File: src/rtl/intc_pkg.sv
package intc_pkg;
   localparam logic [7:0]  OFS_GIE  = 8'h1C;
   localparam logic [7:0]  OFS_STAT = 8'h20;
   localparam logic [7:0]  OFS_EN   = 8'h28;
   localparam logic [7:0]  OFS_RST  = 8'h40;
   localparam int          GIE_BIT  = 31;
   localparam logic [31:0] RST_KEY  = 32'h0000_000A;

   typedef enum logic [2:0] {
      SEL_NONE,
      SEL_GIE,
      SEL_STAT,
      SEL_EN,
      SEL_RST
   } reg_sel_e;
endpackage

File: src/rtl/intc_edge_capture.sv
module intc_edge_capture #(
   parameter int NUM_SRC = 7
) (
   input  logic               clk_i,
   input  logic               rst_ni,
   input  logic [NUM_SRC-1:0] event_i,
   output logic [NUM_SRC-1:0] rise_o
);
   logic [NUM_SRC-1:0] prev_q;

   for (genvar i = 0; i < NUM_SRC; i++) begin : g_src
      always_ff @(posedge clk_i or negedge rst_ni) begin
         if (!rst_ni) prev_q[i] <= 1'b0;
         else         prev_q[i] <= event_i[i];
      end
      assign rise_o[i] = event_i[i] & ~prev_q[i];
   end

   // a bit cannot present a rising edge in two consecutive cycles
   p_single_rise_r2: assert property (@(posedge clk_i) disable iff (!rst_ni)
      (|rise_o) |=> ((rise_o & $past(rise_o)) == '0));
endmodule

File: src/rtl/intc_status_regs.sv
module intc_status_regs #(
   parameter int NUM_SRC = 7,
   parameter bit IRQ_REG = 1'b0
) (
   input  logic               clk_i,
   input  logic               rst_ni,
   input  logic               clr_i,
   input  logic [NUM_SRC-1:0] rise_i,
   input  logic               stat_wr_i,
   input  logic               en_wr_i,
   input  logic               gie_wr_i,
   input  logic [NUM_SRC-1:0] src_wdata_i,
   input  logic               gie_wdata_i,
   output logic [NUM_SRC-1:0] stat_o,
   output logic [NUM_SRC-1:0] en_o,
   output logic               gie_o,
   output logic               irq_o
);
   logic [NUM_SRC-1:0] stat_q, en_q, pend;
   logic               gie_q;
   logic [NUM_SRC-1:0] w1c_mask;

   assign w1c_mask = stat_wr_i ? src_wdata_i : '0;

   always_ff @(posedge clk_i or negedge rst_ni) begin
      if (!rst_ni) begin
         stat_q <= '0;
         en_q   <= '0;
         gie_q  <= 1'b0;
      end else if (clr_i) begin
         stat_q <= '0;
         en_q   <= '0;
         gie_q  <= 1'b0;
      end else begin
         stat_q <= (stat_q & ~w1c_mask) | rise_i;
         if (en_wr_i)  en_q  <= src_wdata_i;
         if (gie_wr_i) gie_q <= gie_wdata_i;
      end
   end

   for (genvar i = 0; i < NUM_SRC; i++) begin : g_pend
      assign pend[i] = stat_q[i] & en_q[i];
   end

   if (IRQ_REG) begin : g_irq_flop
      logic irq_q;
      always_ff @(posedge clk_i or negedge rst_ni) begin
         if (!rst_ni)    irq_q <= 1'b0;
         else if (clr_i) irq_q <= 1'b0;
         else            irq_q <= gie_q & (|pend);
      end
      assign irq_o = irq_q;
      // turning off the global enable drops the request two edges later
      p_irq_drop_r7: assert property (@(posedge clk_i) disable iff (!rst_ni)
         (gie_wr_i && !gie_wdata_i && !clr_i) |=> ##1 !irq_o);
   end else begin : g_irq_comb
      assign irq_o = gie_q & (|pend);
      // turning off the global enable drops the request after the edge
      p_irq_drop_r7: assert property (@(posedge clk_i) disable iff (!rst_ni)
         (gie_wr_i && !gie_wdata_i && !clr_i) |=> !irq_o);
   end

   assign stat_o = stat_q;
   assign en_o   = en_q;
   assign gie_o  = gie_q;

   // an edge always lands in status, enables or not
   p_rise_sets_r2: assert property (@(posedge clk_i) disable iff (!rst_ni)
      ((|rise_i) && !clr_i) |=> ((stat_q & $past(rise_i)) == $past(rise_i)));
   // ones written to status are gone when no edge competes
   p_w1c_r3: assert property (@(posedge clk_i) disable iff (!rst_ni)
      (stat_wr_i && !clr_i && rise_i == '0) |=> ((stat_q & $past(src_wdata_i)) == '0));
   // enable register holds its value without a write
   p_en_hold_r5: assert property (@(posedge clk_i) disable iff (!rst_ni)
      (!en_wr_i && !clr_i) |=> $stable(en_q));
   // soft clear empties every register
   p_clear_r9: assert property (@(posedge clk_i) disable iff (!rst_ni)
      clr_i |=> (stat_q == '0 && en_q == '0 && !gie_q));
endmodule

File: src/rtl/intc_soft_reset.sv
module intc_soft_reset #(
   parameter int RST_CYCLES = 4
) (
   input  logic clk_i,
   input  logic rst_ni,
   input  logic hit_i,
   output logic core_rst_o
);
   localparam int CNT_W = $clog2(RST_CYCLES + 1);
   localparam logic [CNT_W-1:0] CNT_LOAD = CNT_W'(RST_CYCLES);

   logic [CNT_W-1:0] cnt_q;

   always_ff @(posedge clk_i or negedge rst_ni) begin
      if (!rst_ni)            cnt_q <= '0;
      else if (hit_i)         cnt_q <= CNT_LOAD;
      else if (cnt_q != '0)   cnt_q <= cnt_q - 1'b1;
   end

   assign core_rst_o = (cnt_q != '0);

   // independent run-length counter for the pulse-width check
   logic [CNT_W:0] run_q;
   always_ff @(posedge clk_i or negedge rst_ni) begin
      if (!rst_ni)         run_q <= '0;
      else if (hit_i)      run_q <= '0;
      else if (core_rst_o) run_q <= run_q + 1'b1;
      else                 run_q <= '0;
   end

   // the pulse starts the cycle after the key
   p_pulse_start_r8: assert property (@(posedge clk_i) disable iff (!rst_ni)
      hit_i |=> core_rst_o);
   // the pulse never outlasts its configured width
   p_pulse_bound_r8: assert property (@(posedge clk_i) disable iff (!rst_ni)
      core_rst_o |-> (run_q < (CNT_W+1)'(RST_CYCLES)));
endmodule

File: src/rtl/intc_softrst_top.sv
module intc_softrst_top #(
   parameter int NUM_SRC    = 7,
   parameter int ADDR_W     = 8,
   parameter int RST_CYCLES = 4,
   parameter bit IRQ_REG    = 1'b0
) (
   input  logic               clk_i,
   input  logic               rst_ni,
   input  logic [ADDR_W-1:0]  bus_addr_i,
   input  logic               bus_wr_i,
   input  logic [31:0]        bus_wdata_i,
   output logic [31:0]        bus_rdata_o,
   input  logic [NUM_SRC-1:0] event_i,
   output logic               irq_o,
   output logic               core_rst_o
);
   import intc_pkg::*;

   if (NUM_SRC < 1 || NUM_SRC > 32) begin : g_bad_src
      $error("NUM_SRC must lie in 1..32");
   end
   if (ADDR_W < 8) begin : g_bad_addr
      $error("ADDR_W must be at least 8");
   end
   if (RST_CYCLES < 1) begin : g_bad_rst
      $error("RST_CYCLES must be at least 1");
   end

   reg_sel_e           sel;
   logic               wr_gie, wr_stat, wr_en, wr_rst, key_hit, clr;
   logic [NUM_SRC-1:0] rise, stat, en;
   logic               gie;

   always_comb begin
      if      (bus_addr_i == ADDR_W'(OFS_GIE))  sel = SEL_GIE;
      else if (bus_addr_i == ADDR_W'(OFS_STAT)) sel = SEL_STAT;
      else if (bus_addr_i == ADDR_W'(OFS_EN))   sel = SEL_EN;
      else if (bus_addr_i == ADDR_W'(OFS_RST))  sel = SEL_RST;
      else                                      sel = SEL_NONE;
   end

   assign wr_gie  = bus_wr_i && (sel == SEL_GIE);
   assign wr_stat = bus_wr_i && (sel == SEL_STAT);
   assign wr_en   = bus_wr_i && (sel == SEL_EN);
   assign wr_rst  = bus_wr_i && (sel == SEL_RST);
   assign key_hit = wr_rst && (bus_wdata_i == RST_KEY);
   assign clr     = key_hit | core_rst_o;

   intc_edge_capture #(.NUM_SRC(NUM_SRC)) u_edge (
      .clk_i   (clk_i),
      .rst_ni  (rst_ni),
      .event_i (event_i),
      .rise_o  (rise)
   );

   intc_status_regs #(.NUM_SRC(NUM_SRC), .IRQ_REG(IRQ_REG)) u_regs (
      .clk_i       (clk_i),
      .rst_ni      (rst_ni),
      .clr_i       (clr),
      .rise_i      (rise),
      .stat_wr_i   (wr_stat),
      .en_wr_i     (wr_en),
      .gie_wr_i    (wr_gie),
      .src_wdata_i (bus_wdata_i[NUM_SRC-1:0]),
      .gie_wdata_i (bus_wdata_i[GIE_BIT]),
      .stat_o      (stat),
      .en_o        (en),
      .gie_o       (gie),
      .irq_o       (irq_o)
   );

   intc_soft_reset #(.RST_CYCLES(RST_CYCLES)) u_srst (
      .clk_i      (clk_i),
      .rst_ni     (rst_ni),
      .hit_i      (key_hit),
      .core_rst_o (core_rst_o)
   );

   always_comb begin
      bus_rdata_o = '0;
      unique case (sel)
         SEL_GIE:  bus_rdata_o[GIE_BIT]     = gie;
         SEL_STAT: bus_rdata_o[NUM_SRC-1:0] = stat;
         SEL_EN:   bus_rdata_o[NUM_SRC-1:0] = en;
         default:  bus_rdata_o = '0;
      endcase
   end

   // a wrong key never starts a pulse
   p_nokey_r10: assert property (@(posedge clk_i) disable iff (!rst_ni)
      (wr_rst && bus_wdata_i != RST_KEY && !core_rst_o) |=> !core_rst_o);
   // reset register and unmapped offsets read as zero
   p_rd_zero_r11: assert property (@(posedge clk_i) disable iff (!rst_ni)
      (sel == SEL_NONE || sel == SEL_RST) |-> (bus_rdata_o == '0));
endmodule

File: config.mk
export PLATFORM = sky130hd
export DESIGN_NAME = intc_softrst_top
export DESIGN_NICKNAME = d
export VERILOG_FILES = /design/src/rtl/intc_pkg.sv /design/src/rtl/intc_edge_capture.sv /design/src/rtl/intc_status_regs.sv /design/src/rtl/intc_soft_reset.sv /design/src/rtl/intc_softrst_top.sv
export SDC_FILE = /design/constraint.sdc
export NUM_CORES = 1
export LEC_CHECK = 0
export BUFFER_PORTS_ARGS = -buffer_cell sky130_fd_sc_hd__buf_4
export CORE_MARGIN = 2
export CORE_UTILIZATION = 45
export CTS_BUF_LIST = sky130_fd_sc_hd__clkbuf_4 sky130_fd_sc_hd__clkbuf_8
export DETAILED_ROUTE_END_ITERATION = 12
export MAX_ROUTING_LAYER = met4
export PLACE_DENSITY_LB_ADDON = 0.3
export SETUP_SLACK_MARGIN = 0.02
export SLEW_MARGIN = 20
export SYNTH_ARGS = -nofsm -noshare
export SYNTH_HDL_FRONTEND = slang
export SYNTH_HIERARCHICAL = 1
export SYNTH_SLANG_ARGS = --single-unit
File: constraint.sdc
create_clock -name clk_i -period 1.7 [get_ports clk_i]
set_input_delay 0.17 -clock clk_i [delete_from_list [all_inputs] [get_ports clk_i]]
set_output_delay 0.17 -clock clk_i [all_outputs]
set_load 0.02 [all_outputs]
==> insert_results.sql, run 1 <==
INSERT INTO impl_metrics (metric_group, metric, value, unit) VALUES
('worst_setup_path', 'reg2reg_setup_slack', '0.27', 'ns'),
('worst_setup_path', 'worst_path_max_delay_cell', 'sky130_fd_sc_hd__dfrtp_1', ''),
('layout', 'fill_cells', '270', ''),
('global_route', 'global_route_usage_sum', '20.5', '%'),
('floorplan', 'floorplan.initialDensity', '47.1', '%'),
('synth', 'synth_ff_type', 'sky130_fd_sc_hd__dfrtp_1', ''),
('worst_setup_path', 'crit_path_max_incr_delay', '0.43', 'ns'),
('clock_network', 'htree_levels', '1', ''),
('synth', 'edff_count_synth', '0', ''),
('worst_setup_path', 'critical_path.n_buffers_inverters', '1', ''),
('sta', 'holdWs', '0.112', 'ns'),
('hold_path', 'hold_path_depth', '3', ''),
('worst_setup_path', 'path_max_fanout', '3', ''),
('hold_path', 'hold_path_startpoint', 'bus_wdata_i[1]', ''),
('place', 'port_buffers', '59', ''),
('pwr', 'leakage', '1.06', 'nW'),
('worst_setup_path', 'worstSetupPathType', 'reg -> out', ''),
('hold_path', 'hold_path_class', 'in -> reg', ''),
('sta', 'fmax', '0.599', 'GHz'),
('worst_setup_path', 'crit_required', '1.53', 'ns'),
('synth', 'yosys_register_bits', '25', ''),
('sta', 'period_needed', '1.67', 'ns'),
('worst_setup_path', 'setup.worst_path.start_class', 'register', ''),
('drt', 'detail_route.drc_violations', '0', ''),
('synth', 'yosys.cell_types.count', '39', ''),
('global_route', 'largest_net_degree_at_the_start_of_global_routing', '26', ''),
('sta', 'fin_crit_sh', '98.3', '%'),
('flow_run', 'max_capacitance_violation_count', '0', ''),
('drt', 'routed-via-count', '1345', ''),
('clock_network', 'cts.sinks', '25', ''),
('floorplan', 'chipWidth', '63.1', 'µm'),
('global_route', 'grt_first_pass_wirelength', '6270', 'µm'),
('worst_setup_path', 'critical_path.cell_chain', 'a222oi_1 > a31oi_1 > buf_4', ''),
('drt', 'per_cell_routed_wire_length', '13.4', 'µm'),
('clock_network', 'cts_made_buffers', '3', ''),
('hold_path', 'hold-path-endpoint', 'u_regs/en_o[1]', ''),
('sta', 'rsz_0062_raised_after_global_routing', 'yes', ''),
('floorplan', 'placement_rows', '21', ''),
('synth', 'yosys.area_share.simple', '22.9', '%'),
('sta', 'timing_max_transition_violations_final', '0', ''),
('drt', 'antenna_left', '0', ''),
('clock_network', 'cts_root_buffer', 'sky130_fd_sc_hd__clkbuf_4', ''),
('global_route', 'overflow', '0', ''),
('drt', 'firstDrtPassIters', '4', ''),
('layout', 'footprint_of_the_multi_input_gates', '828', 'µm²'),
('place', 'gp_congestion', '0.824', ''),
('synth', 'post_synth_xor_area_fraction', '0', '%'),
('outcome', 'outcome', 'complete, no violations', ''),
('synth', 'ys_top_cells_by_area', 'sky130_fd_sc_hd__dfrtp_1, sky130_fd_sc_hd__buf_4, sky130_fd_sc_hd__nor2b_4', ''),
('synth', 'synthDominantAreaCellType', 'sky130_fd_sc_hd__dfrtp_1', ''),
('floorplan', 'chipHeight', '63.1', 'µm'),
('synth', 'yosysSeqAreaShare', '39.8', '%'),
('clock_network', 'clk_latency', '0.32', 'ns'),
('clock_network', 'clkSlewWorstSetupHoldPaths', '0.14', 'ns'),
('sta', 'timing.final.hold_violations', '0', ''),
('pwr', 'pwr_density_cell', '514', 'nW/µm²'),
('synth', 'syn-instance-count', '147', ''),
('drt', 'dr.first_iter.drc_count', '39', ''),
('global_route', 'grt_pass1_vias', '1384', ''),
('layout', 'num_antenna_cells', '0', ''),
('sta', 'clock_skew_after_layout', '0.00763', 'ns'),
('drt', 'wl', '3680', 'µm'),
('synth', 'post-synth-top-area-fraction', '39.8', '%'),
('layout', 'area_grow_syn2layout', '40.7', '%'),
('place', 'dp_hpwl', '2910', 'µm'),
('floorplan', 'core', '3340', 'µm²'),
('synth', 'muxShareOfSynthArea', '5.82', '%'),
('synth', 'synth_compound_gate_area_share', '15.6', '%'),
('worst_setup_path', 'rr_startpoint', 'u_srst/cnt_q[0]', ''),
('layout', 'register_area', '626', 'µm²'),
('global_route', 'antenna_found_initial', '0', '');
Yosys cell counts, types with 2 or more instances:
| cell | instances |
|---|---|
| sky130_fd_sc_hd__nor4b_1 | 2 |
| sky130_fd_sc_hd__o21ba_2 | 7 |
| sky130_fd_sc_hd__ha_1 | 2 |
| sky130_fd_sc_hd__a22oi_1 | 2 |
| sky130_fd_sc_hd__a21boi_0 | 7 |
| sky130_fd_sc_hd__buf_4 | 25 |
| sky130_fd_sc_hd__nor2_1 | 10 |
| sky130_fd_sc_hd__nor4_1 | 8 |
| sky130_fd_sc_hd__dfrtp_1 | 25 |
| sky130_fd_sc_hd__nor3_1 | 5 |
| sky130_fd_sc_hd__nand4_1 | 2 |
| sky130_fd_sc_hd__inv_1 | 6 |
| sky130_fd_sc_hd__mux2i_1 | 8 |
| sky130_fd_sc_hd__nor2b_4 | 7 |
| sky130_fd_sc_hd__a22o_1 | 7 |
where the power goes:
part	switching, mW	internal [mW]
sequential	0.0143	0.612
clock	0.178	0.0881
combinational	0.115	0.128
timing repair:
| item | CTS | global route |
|---|---|---|
| endpoints found under the setup margin | 6 | 2 |
| hold endpoints to repair | 32 | 0 |
| hold buffers | 8 | 0 |
| resized for setup | 0 | 1 |
| setup buffers | 1 | 1 |
| pin swaps | 1 | 2 |
final cells by class:
class | instances | share of cell area (%)
multi-input combinational | 112 | 37.5
timing repair buffer | 82 | 29.3
sequential | 25 | 28.3
tap | 46 | 2.60
clock buffer | 3 | 1.02
inverter | 6 | 1.02
clock inverter | 1 | 0.227
cells in the final DEF (no fill, tap or decap), drive strengths merged, types with 8 or more instances in the layout:
cell and count:
nor2 10, conb 24, dfrtp 25, nor4 8, buf 74, nor2b 8
mux2i 8, dlygate4sd3 8
cells by family (layout without fill, tap and decap cells):
kind of cell / after synthesis / count (layout)
simple gates: 48 / 48
buf+inv: 33 / 92
compound gates: 29 / 29
flops: 25 / 25
mux: 9 / 9
fa+ha+maj: 2 / 2
other cells: 1 / 24
how the worst max path moves through the flow:
stage,startpoint,endpoint,cells after the start
after floorplan,bus_wdata_i[0],u_regs/stat_o[4],5
after global placement,bus_wdata_i[5],u_srst/cnt_q[0],7
after detailed placement,bus_wdata_i[5],u_srst/cnt_q[0],8
after CTS,u_regs/stat_o[2],irq_o,3
after global routing,u_regs/stat_o[2],irq_o,3
final,u_regs/stat_o[2],irq_o,3
per-stage QoR:
| step | setup WS [ns] | util (%) | cell area [µm²] | power (mW) | instances |
|---|---|---|---|---|---|
| 3_5_place_dp | -0.204 | 62.1 | 2070 | 0.866 | 261 |
| 4_1_cts | 0.0481 | 65.9 | 2200 | 1.15 | 274 |
| 3_3_place_gp | -0.128 | 62.1 | 2070 | 0.860 | 261 |
| 6_report | 0.0294 | 66.2 | 2210 | 1.14 | 275 |
| 2_1_floorplan | 0.0346 | - | 1660 | 0.773 | 170 |
| 5_1_grt | -0.0616 | 66.2 | 2210 | 1.20 | 275 |
per-layer routing:
| metal | vias up | track usage (%) | wire length (µm) | part of all wire, % |
|---|---|---|---|---|
| li1 | 642 | - | - | - |
| met1 | 626 | 24.2 | 1510 | 41 |
| met4 | 0 | 8.06 | 74 | 2.0 |
| met5 | - | - | 0 | 0 |
| met3 | 8 | 3.39 | 220 | 6.0 |
| met2 | 69 | 34.8 | 1870 | 51 |
worst register-to-register path, cell delays in order (launching register included):
cell,delay (ns)
sky130_fd_sc_hd__dfrtp_1,0.42
sky130_fd_sc_hd__inv_1,0.09
sky130_fd_sc_hd__ha_1,0.23
sky130_fd_sc_hd__nand2b_4,0.08
sky130_fd_sc_hd__inv_1,0.07
sky130_fd_sc_hd__o41ai_2,0.06
sky130_fd_sc_hd__buf_4,0.19
sky130_fd_sc_hd__o21ba_2,0.25
registers in the layout, indices dropped and copies added, names as in the netlist:
signal	count
u_regs/gie_o	1
u_regs/en_o	7
u_srst/cnt_q	3
u_edge/prev_q	7
u_regs/stat_o	7
No activity file was read; power rests on OpenSTA's default activity.
==> run 2: changes to the inputs <==
CTS_BUF_LIST = sky130_fd_sc_hd__clkbuf_2   (was sky130_fd_sc_hd__clkbuf_4 sky130_fd_sc_hd__clkbuf_8)
REMOVE_ABC_BUFFERS = 1   (was default)
clock period = 2.05 ns   (was 1.7 ns; I/O delays follow)
==> run 2 against run 1 <==
Net effect: critical path depth unchanged; setup slack better by 0.29 ns; register-to-register slack better by 0.31 ns; final cell count down 4.0%; first-iteration DRC count up 67%; cell area down 4.9%; utilization down 3.3 points; clock power down 28%; clock skew up 0.00082 ns; sequential share of layout area up 1.5 points; combinational power down 21%; via count down 0.37%; highest routed layer unchanged.
==> insert_results.sql, run 2 (synthesis results as in run 1) <==
INSERT INTO impl_metrics (metric_group, metric, value, unit) VALUES
('layout', 'most-common-layout-cells', 'sky130_fd_sc_hd__buf_4, sky130_fd_sc_hd__dfrtp_1, sky130_fd_sc_hd__conb_1, sky130_fd_sc_hd__nor2_1', ''),
('layout', 'num_antenna_cells', '0', ''),
('worst_setup_path', 'worst_path_max_delay_cell', 'sky130_fd_sc_hd__dfrtp_1', ''),
('worst_setup_path', 'critPathTopFamily', 'compound AO/OA/AOI/OAI gates', ''),
('floorplan', 'chipWidth', '63.1', 'µm'),
('global_route', 'global_route_usage_sum', '20.4', '%'),
('floorplan', 'chipHeight', '63.1', 'µm'),
('drt', 'antenna_left', '0', ''),
('place', 'gp_congestion', '0.799', ''),
('worst_setup_path', 'worst_ep_arrival_time', '1.53', 'ns'),
('drt', 'firstDrtPassIters', '4', ''),
('worst_setup_path', 'critical_path.n_buffers_inverters', '1', ''),
('drt', 'detail_route.drc_violations', '0', ''),
('global_route', 'grt_first_pass_wirelength', '6270', 'µm'),
('place', 'dp_hpwl', '2970', 'µm'),
('worst_setup_path', 'crit_required', '1.85', 'ns'),
('sta', 'fin_crit_sh', '84.4', '%'),
('drt', 'routed-via-count', '1340', ''),
('worst_setup_path', 'critical_path.cell_chain', 'a222oi_1 > a31oi_1 > buf_4', ''),
('layout', 'area_grow_syn2layout', '33.8', '%'),
('floorplan', 'placement_rows', '21', ''),
('clock_network', 'tritoncts', 'built', ''),
('flow_run', 'max_capacitance_violation_count', '0', ''),
('clock_network', 'htree_levels', '1', ''),
('place', 'port_buffers', '59', ''),
('sta', 'setup_viol', '0', ''),
('layout', 'layout-drive-gt1-share', '39.9', '%'),
('pwr', 'switchingPower', '0.254', 'mW'),
('layout', 'finalNetCount', '271', ''),
('worst_setup_path', 'setup.worst_path.start_class', 'register', ''),
('drt', 'via_density_per_instance', '5.08', ''),
('sta', 'timing.final.hold_violations', '0', ''),
('drt', 'wl', '3790', 'µm'),
('pwr', 'ir_drop', '392', 'µV'),
('clock_network', 'cts-root-to-sink-buffers', '2', ''),
('global_route', 'overflow', '0', ''),
('clock_network', 'post_cts_buffers', '0', ''),
('floorplan', 'core', '3340', 'µm²'),
('sta', 'timing_max_transition_violations_final', '0', ''),
('layout', 'layout_commonest_cell', 'sky130_fd_sc_hd__buf_4', ''),
('drt', 'dr.first_iter.drc_count', '65', ''),
('global_route', 'largest_net_degree_at_the_start_of_global_routing', '26', ''),
('clock_network', 'hold_buffers', '8', ''),
('sta', 'period_needed', '1.73', 'ns'),
('pwr', 'pwr_density_cell', '431', 'nW/µm²'),
('worst_setup_path', 'reg2reg_setup_slack', '0.58', 'ns'),
('sta', 'clock_skew_after_layout', '0.00845', 'ns'),
('worst_setup_path', 'worstSetupPathType', 'reg -> out', ''),
('layout', 'final_core_util', '63.0', '%'),
('floorplan', 'num_io_pins', '84', ''),
('outcome', 'outcome', 'complete, no violations', ''),
('hold_path', 'hold_path_class', 'in -> reg', ''),
('layout', 'instances_no_fill', '264', ''),
('pwr', 'leakage', '0.996', 'nW'),
('pwr', 'share_clk_of_total_power', '21.4', '%'),
('sta', 'rsz_0062_raised_after_global_routing', 'no', ''),
('worst_setup_path', 'crit_path_end_kind', 'primary output', ''),
('worst_setup_path', 'crit_path_max_incr_delay', '0.46', 'ns'),
('clock_network', 'cts.sinks', '25', ''),
('sta', 'fmax', '0.578', 'GHz'),
('global_route', 'grt_pass1_vias', '1366', ''),
('pwr', 'power_share_of_the_sequential_group', '57.5', '%'),
('place', 'count_of_placed_standard_cells_including_taps', '252', ''),
('floorplan', 'design.die.area', '3980', 'µm²'),
('floorplan', 'floorplan.initialDensity', '47.1', '%'),
('clock_network', 'clk_latency', '0.34', 'ns'),
('pwr', 'p_int', '0.651', 'mW'),
('worst_setup_path', 'path_max_fanout', '3', ''),
('clock_network', 'cts.repair.resized', '0', ''),
('clock_network', 'clkSlewWorstSetupHoldPaths', '0.24', 'ns'),
('drt', 'per_cell_routed_wire_length', '14.4', 'µm'),
('pwr', 'combPwrFrac', '21.1', '%'),
('global_route', 'antenna_found_initial', '0', ''),
('pwr', 'sw_share', '28.1', '%'),
('clock_network', 'cts_root_buffer', 'sky130_fd_sc_hd__clkbuf_2', ''),
('clock_network', 'cts_made_buffers', '3', '');
run 2: path summary, 6_finish.rpt:
path / to / cells after the start / startpoint
max in group asynchronous: u_regs/en_o[4] / 2 / rst_ni
max reg2reg: u_regs/stat_o[0] / 7 / u_srst/cnt_q[0]
min in group asynchronous: u_edge/prev_q[1] / 2 / rst_ni
max: irq_o / 3 / u_regs/en_o[2]
min: u_regs/en_o[2] / 3 / bus_wdata_i[2]
min reg2reg: u_regs/en_o[6] / 2 / u_regs/en_o[6]
run 2: cell type report:
class                      count  area, µm²
timing repair buffer          71        553
clock buffer                   3       15.0
fill                         284       1240
tap                           46       57.6
inverter                       6       22.5
sequential                    25        626
clock inverter                 1       7.51
multi-input combinational    112        820
run 2: per-stage QoR:
step | TNS [ns] | hold WS [ns] | setup WS, ns | cell area (µm²) | total power, mW
after global placement | 0 | 0.125 | 0.219 | 2000 | 0.703
after detailed placement | 0 | 0.132 | 0.188 | 2000 | 0.708
final | 0 | 0.110 | 0.320 | 2100 | 0.905
after global routing | 0 | 0.0703 | 0.203 | 2100 | 0.964
after CTS | 0 | 0.0681 | 0.320 | 2100 | 0.925
after floorplan | -1.06 | -0.0906 | -0.0921 | 1460 | 0.605
run 2: per-layer routing:
| metal | track usage [%] | vias to the layer above | routed length (µm) |
|---|---|---|---|
| li1 | - | 626 | - |
| met1 | 24.4 | 643 | 1510 |
| met2 | 35.8 | 69 | 1950 |
| met3 | 4.64 | 2 | 306 |
| met4 | 3.33 | 0 | 20 |
| met5 | - | - | 0 |
run 2: power groups by stage:
stage               combinational [mW]  sequential, mW  clock [mW]
floorplan                       0.0780           0.527           0
global placement                 0.175           0.529           0
detailed placement               0.179           0.529           0
CTS                              0.191           0.521       0.213
global route                     0.207           0.523       0.235
finish                           0.191           0.520       0.193
run 2: worst min-delay path: cells and delay by family:
family	cells	cell delay, ns
buffers and inverters	1	0.09
muxes	1	0.06
and+or+nand+nor	1	0.08
==> run 3: changes to the inputs <==
ABC_AREA = 1   (was default)
CORE_UTILIZATION = 44   (was 45)
clock period = 1.58 ns   (was 2.05 ns; I/O delays follow)
==> run 3 against run 2 <==
Net effect: synthesized area rose by 20%; die area up 22%; cell area grew 16%; flip-flop and latch count did not move; via count rose by 36%; utilization shrank 2.7 points; first-iteration DRC count is 38% lower.
==> insert_results.sql, run 3 <==
INSERT INTO impl_metrics (metric_group, metric, value, unit) VALUES
('synth', 'synthArstFlopShare', '100', '%'),
('synth', 'yosys.cell_types.count', '22', ''),
('sta', 'timing.setup.tns', '0', 'ns'),
('hold_path', 'hold_path_class', 'in -> reg', ''),
('drt', 'wl', '4400', 'µm'),
('pwr', 'pwr_density_cell', '1050', 'nW/µm²'),
('worst_setup_path', 'worst_ep_arrival_time', '1.35', 'ns'),
('layout', 'fill_cells', '401', ''),
('clock_network', 'cts_root_buffer', 'sky130_fd_sc_hd__clkbuf_2', ''),
('outcome', 'outcome', 'complete, no violations', ''),
('layout', 'most-common-layout-cells', 'sky130_fd_sc_hd__buf_4, sky130_fd_sc_hd__inv_1, sky130_fd_sc_hd__nand2_1, sky130_fd_sc_hd__nor2_1, sky130_fd_sc_hd__dfrtp_1', ''),
('worst_setup_path', 'setup.worst_path.start_class', 'register', ''),
('sta', 'setup_viol', '0', ''),
('synth', 'edff_count_synth', '0', ''),
('floorplan', 'placement_rows', '23', ''),
('global_route', 'largest_net_degree_at_the_start_of_global_routing', '26', ''),
('layout', 'finalNetCount', '406', ''),
('clock_network', 'clkSlewWorstSetupHoldPaths', '0.24', 'ns'),
('synth', 'synthDominantAreaCellType', 'sky130_fd_sc_hd__dfrtp_1', ''),
('synth', 'synth.cell_area', '1890', 'µm²'),
('layout', 'final_core_util', '60.3', '%'),
('synth', 'yosysSeqAreaShare', '33.1', '%'),
('floorplan', 'num_io_pins', '84', ''),
('synth', 'synth_ff_type', 'sky130_fd_sc_hd__dfrtp_1', ''),
('clock_network', 'cts-root-to-sink-buffers', '2', ''),
('clock_network', 'tritoncts', 'built', ''),
('clock_network', 'cts_made_buffers', '3', ''),
('sta', 'fmax', '0.663', 'GHz'),
('sta', 'timing.final.hold_violations', '0', ''),
('synth', 'most_frequent_cell_after_synthesis', 'sky130_fd_sc_hd__inv_1', ''),
('place', 'gp_congestion', '0.896', ''),
('sta', 'period_needed', '1.51', 'ns'),
('synth', 'yosys_register_bits', '25', ''),
('drt', 'detail_route.drc_violations', '0', ''),
('layout', 'layout-drive-gt1-share', '29.5', '%'),
('clock_network', 'htree_levels', '1', ''),
('place', 'port_buffers', '59', ''),
('global_route', 'antenna_found_initial', '0', ''),
('pwr', 'share_clk_of_total_power', '10.4', '%'),
('floorplan', 'core', '4060', 'µm²'),
('floorplan', 'floorplan.initialDensity', '46.6', '%'),
('drt', 'antenna_left', '0', ''),
('worst_setup_path', 'crit_required', '1.42', 'ns'),
('sta', 'rsz_0062_raised_after_global_routing', 'no', ''),
('drt', 'firstDrtPassIters', '4', ''),
('global_route', 'grt_first_pass_wirelength', '6920', 'µm'),
('layout', 'area_grow_syn2layout', '29.5', '%'),
('synth', 'synth_commonest_cells', 'sky130_fd_sc_hd__inv_1, sky130_fd_sc_hd__nand2_1, sky130_fd_sc_hd__nor2_1, sky130_fd_sc_hd__dfrtp_1, sky130_fd_sc_hd__buf_4', ''),
('sta', 'clock_skew_after_layout', '0.00283', 'ns'),
('drt', 'via_density_per_instance', '4.53', ''),
('drt', 'dr.first_iter.drc_count', '40', ''),
('worst_setup_path', 'crit_path_end_kind', 'primary output', ''),
('pwr', 'combPwrFrac', '53.6', '%'),
('sta', 'timing_max_transition_violations_final', '0', ''),
('pwr', 'switchingPower', '1.04', 'mW'),
('floorplan', 'chipWidth', '69.5', 'µm'),
('global_route', 'overflow', '0', ''),
('clock_network', 'cts.sinks', '25', ''),
('synth', 'post-synth-top-area-fraction', '33.1', '%'),
('layout', 'num_antenna_cells', '0', ''),
('pwr', 'leakage', '1.34', 'nW'),
('floorplan', 'design.die.area', '4830', 'µm²'),
('layout', 'layout_commonest_cell', 'sky130_fd_sc_hd__buf_4', ''),
('synth', 'synthesized_area_per_cell', '6.75', 'µm²'),
('synth', 'syn-instance-count', '280', ''),
('drt', 'per_cell_routed_wire_length', '10.9', 'µm'),
('clock_network', 'clk_latency', '0.36', 'ns'),
('drt', 'routed-via-count', '1825', ''),
('pwr', 'sw_share', '40.5', '%'),
('floorplan', 'chipHeight', '69.5', 'µm'),
('place', 'dp_hpwl', '3390', 'µm'),
('pwr', 'p_int', '1.52', 'mW'),
('pwr', 'power_share_of_the_sequential_group', '35.9', '%'),
('sta', 'holdWs', '0.0455', 'ns'),
('synth', 'yosysWarningCount', '6', ''),
('pwr', 'ir_drop', '688', 'µV'),
('worst_setup_path', 'path_max_fanout', '3', ''),
('global_route', 'grt_pass1_vias', '1599', ''),
('synth', 'ys_top_cells_by_area', 'sky130_fd_sc_hd__dfrtp_1, sky130_fd_sc_hd__inv_1, sky130_fd_sc_hd__nand2_1', ''),
('sta', 'fin_crit_sh', '95.5', '%'),
('worst_setup_path', 'worstSetupPathType', 'reg -> out', ''),
('flow_run', 'max_capacitance_violation_count', '0', ''),
('global_route', 'global_route_usage_sum', '18.1', '%');
run 3: changes by cell type after synthesis, sizes merged, moves of 7 or more:
| cell | delta |
|---|---|
| nor2b | -8 |
| o21ai | +8 |
| nand2 | +56 |
| a21boi | -7 |
| o21ba | -7 |
| a22o | -7 |
| nor4 | -8 |
| mux2i | -8 |
| inv | +59 |
| o22ai | +7 |
| nand3 | +11 |
| a21oi | +7 |
| nor2 | +46 |
run 3: area by class of cell:
type | count | area, µm² | area share (%)
Inverter | 65 | 244 | 9.97
Timing Repair Buffer | 74 | 588 | 24.0
Clock buffer | 4 | 20.0 | 0.818
Multi-Input combinational cell | 185 | 906 | 37.0
Sequential cell | 25 | 626 | 25.6
Tap cell | 50 | 62.6 | 2.56
run 3: final timing paths:
check / from / end / slack, ns / depth (start not counted)
max: u_regs/en_o[2] / irq_o / 0.07 / 5
min: bus_wdata_i[31] / u_regs/gie_o / 0.05 / 3
max reg2reg: u_srst/cnt_q[0] / u_regs/en_o[3] / 0.16 / 8
min reg2reg: u_edge/prev_q[1] / u_regs/stat_o[1] / 0.52 / 3
max in group asynchronous: rst_ni / u_srst/cnt_q[0] / 1.14 / 2
min in group asynchronous: rst_ni / u_edge/prev_q[5] / 0.20 / 2
run 3: cells by family after synthesis:
logic type                 after synthesis  synth area share [%]
buffers and inverters                   93                  24.5
DFF                                     25                  33.1
AOI/OAI and AO/OA                       24                  9.27
other                                    1                 0.198
adders and majority gates                2                  1.32
and+or+nand+nor                        135                  31.6
run 3: what timing repair did:
action	in CTS	in global routing
endpoints found under the hold margin	32	0
gates resized for setup	0	6
endpoints found under the setup margin	0	10
hold buffers	8	0
setup buffers	0	2
run 3: power by group through the flow:
stage          registers [mW]  logic (mW)  clock network, mW
2_1_floorplan           0.905       0.768                  0
3_3_place_gp            0.922        1.25                  0
3_5_place_dp            0.927        1.28                  0
4_1_cts                 0.915        1.30              0.271
5_1_grt                 0.944        1.53              0.293
6_report                0.921        1.37              0.267
run 3: metal layers:
layer | global-route usage [%] | up-vias | part of all wire (%)
met5 | - | - | 0
met4 | 5.66 | 0 | 1.6
met3 | 4.51 | 9 | 9.5
met2 | 29.0 | 84 | 45
met1 | 22.6 | 797 | 44
li1 | - | 935 | -
run 3: critical path, cell delays in order (launching register included):
cell and delay (ns):
sky130_fd_sc_hd__dfrtp_1 0.46, sky130_fd_sc_hd__nand2_1 0.07, sky130_fd_sc_hd__nand2_1 0.06, sky130_fd_sc_hd__nor2_1 0.15, sky130_fd_sc_hd__a21oi_2 0.09, sky130_fd_sc_hd__buf_4 0.16
run 3: metrics by stage:
stage | setup WS (ns) | instance area (µm²) | instances | power, mW
after floorplan | 0.000617 | 1760 | 275 | 1.67
after global placement | 0.118 | 2310 | 389 | 2.17
after detailed placement | 0.0667 | 2310 | 389 | 2.20
after CTS | 0.0279 | 2410 | 401 | 2.48
after global routing | 0.0259 | 2450 | 403 | 2.77
final | 0.0717 | 2450 | 403 | 2.56
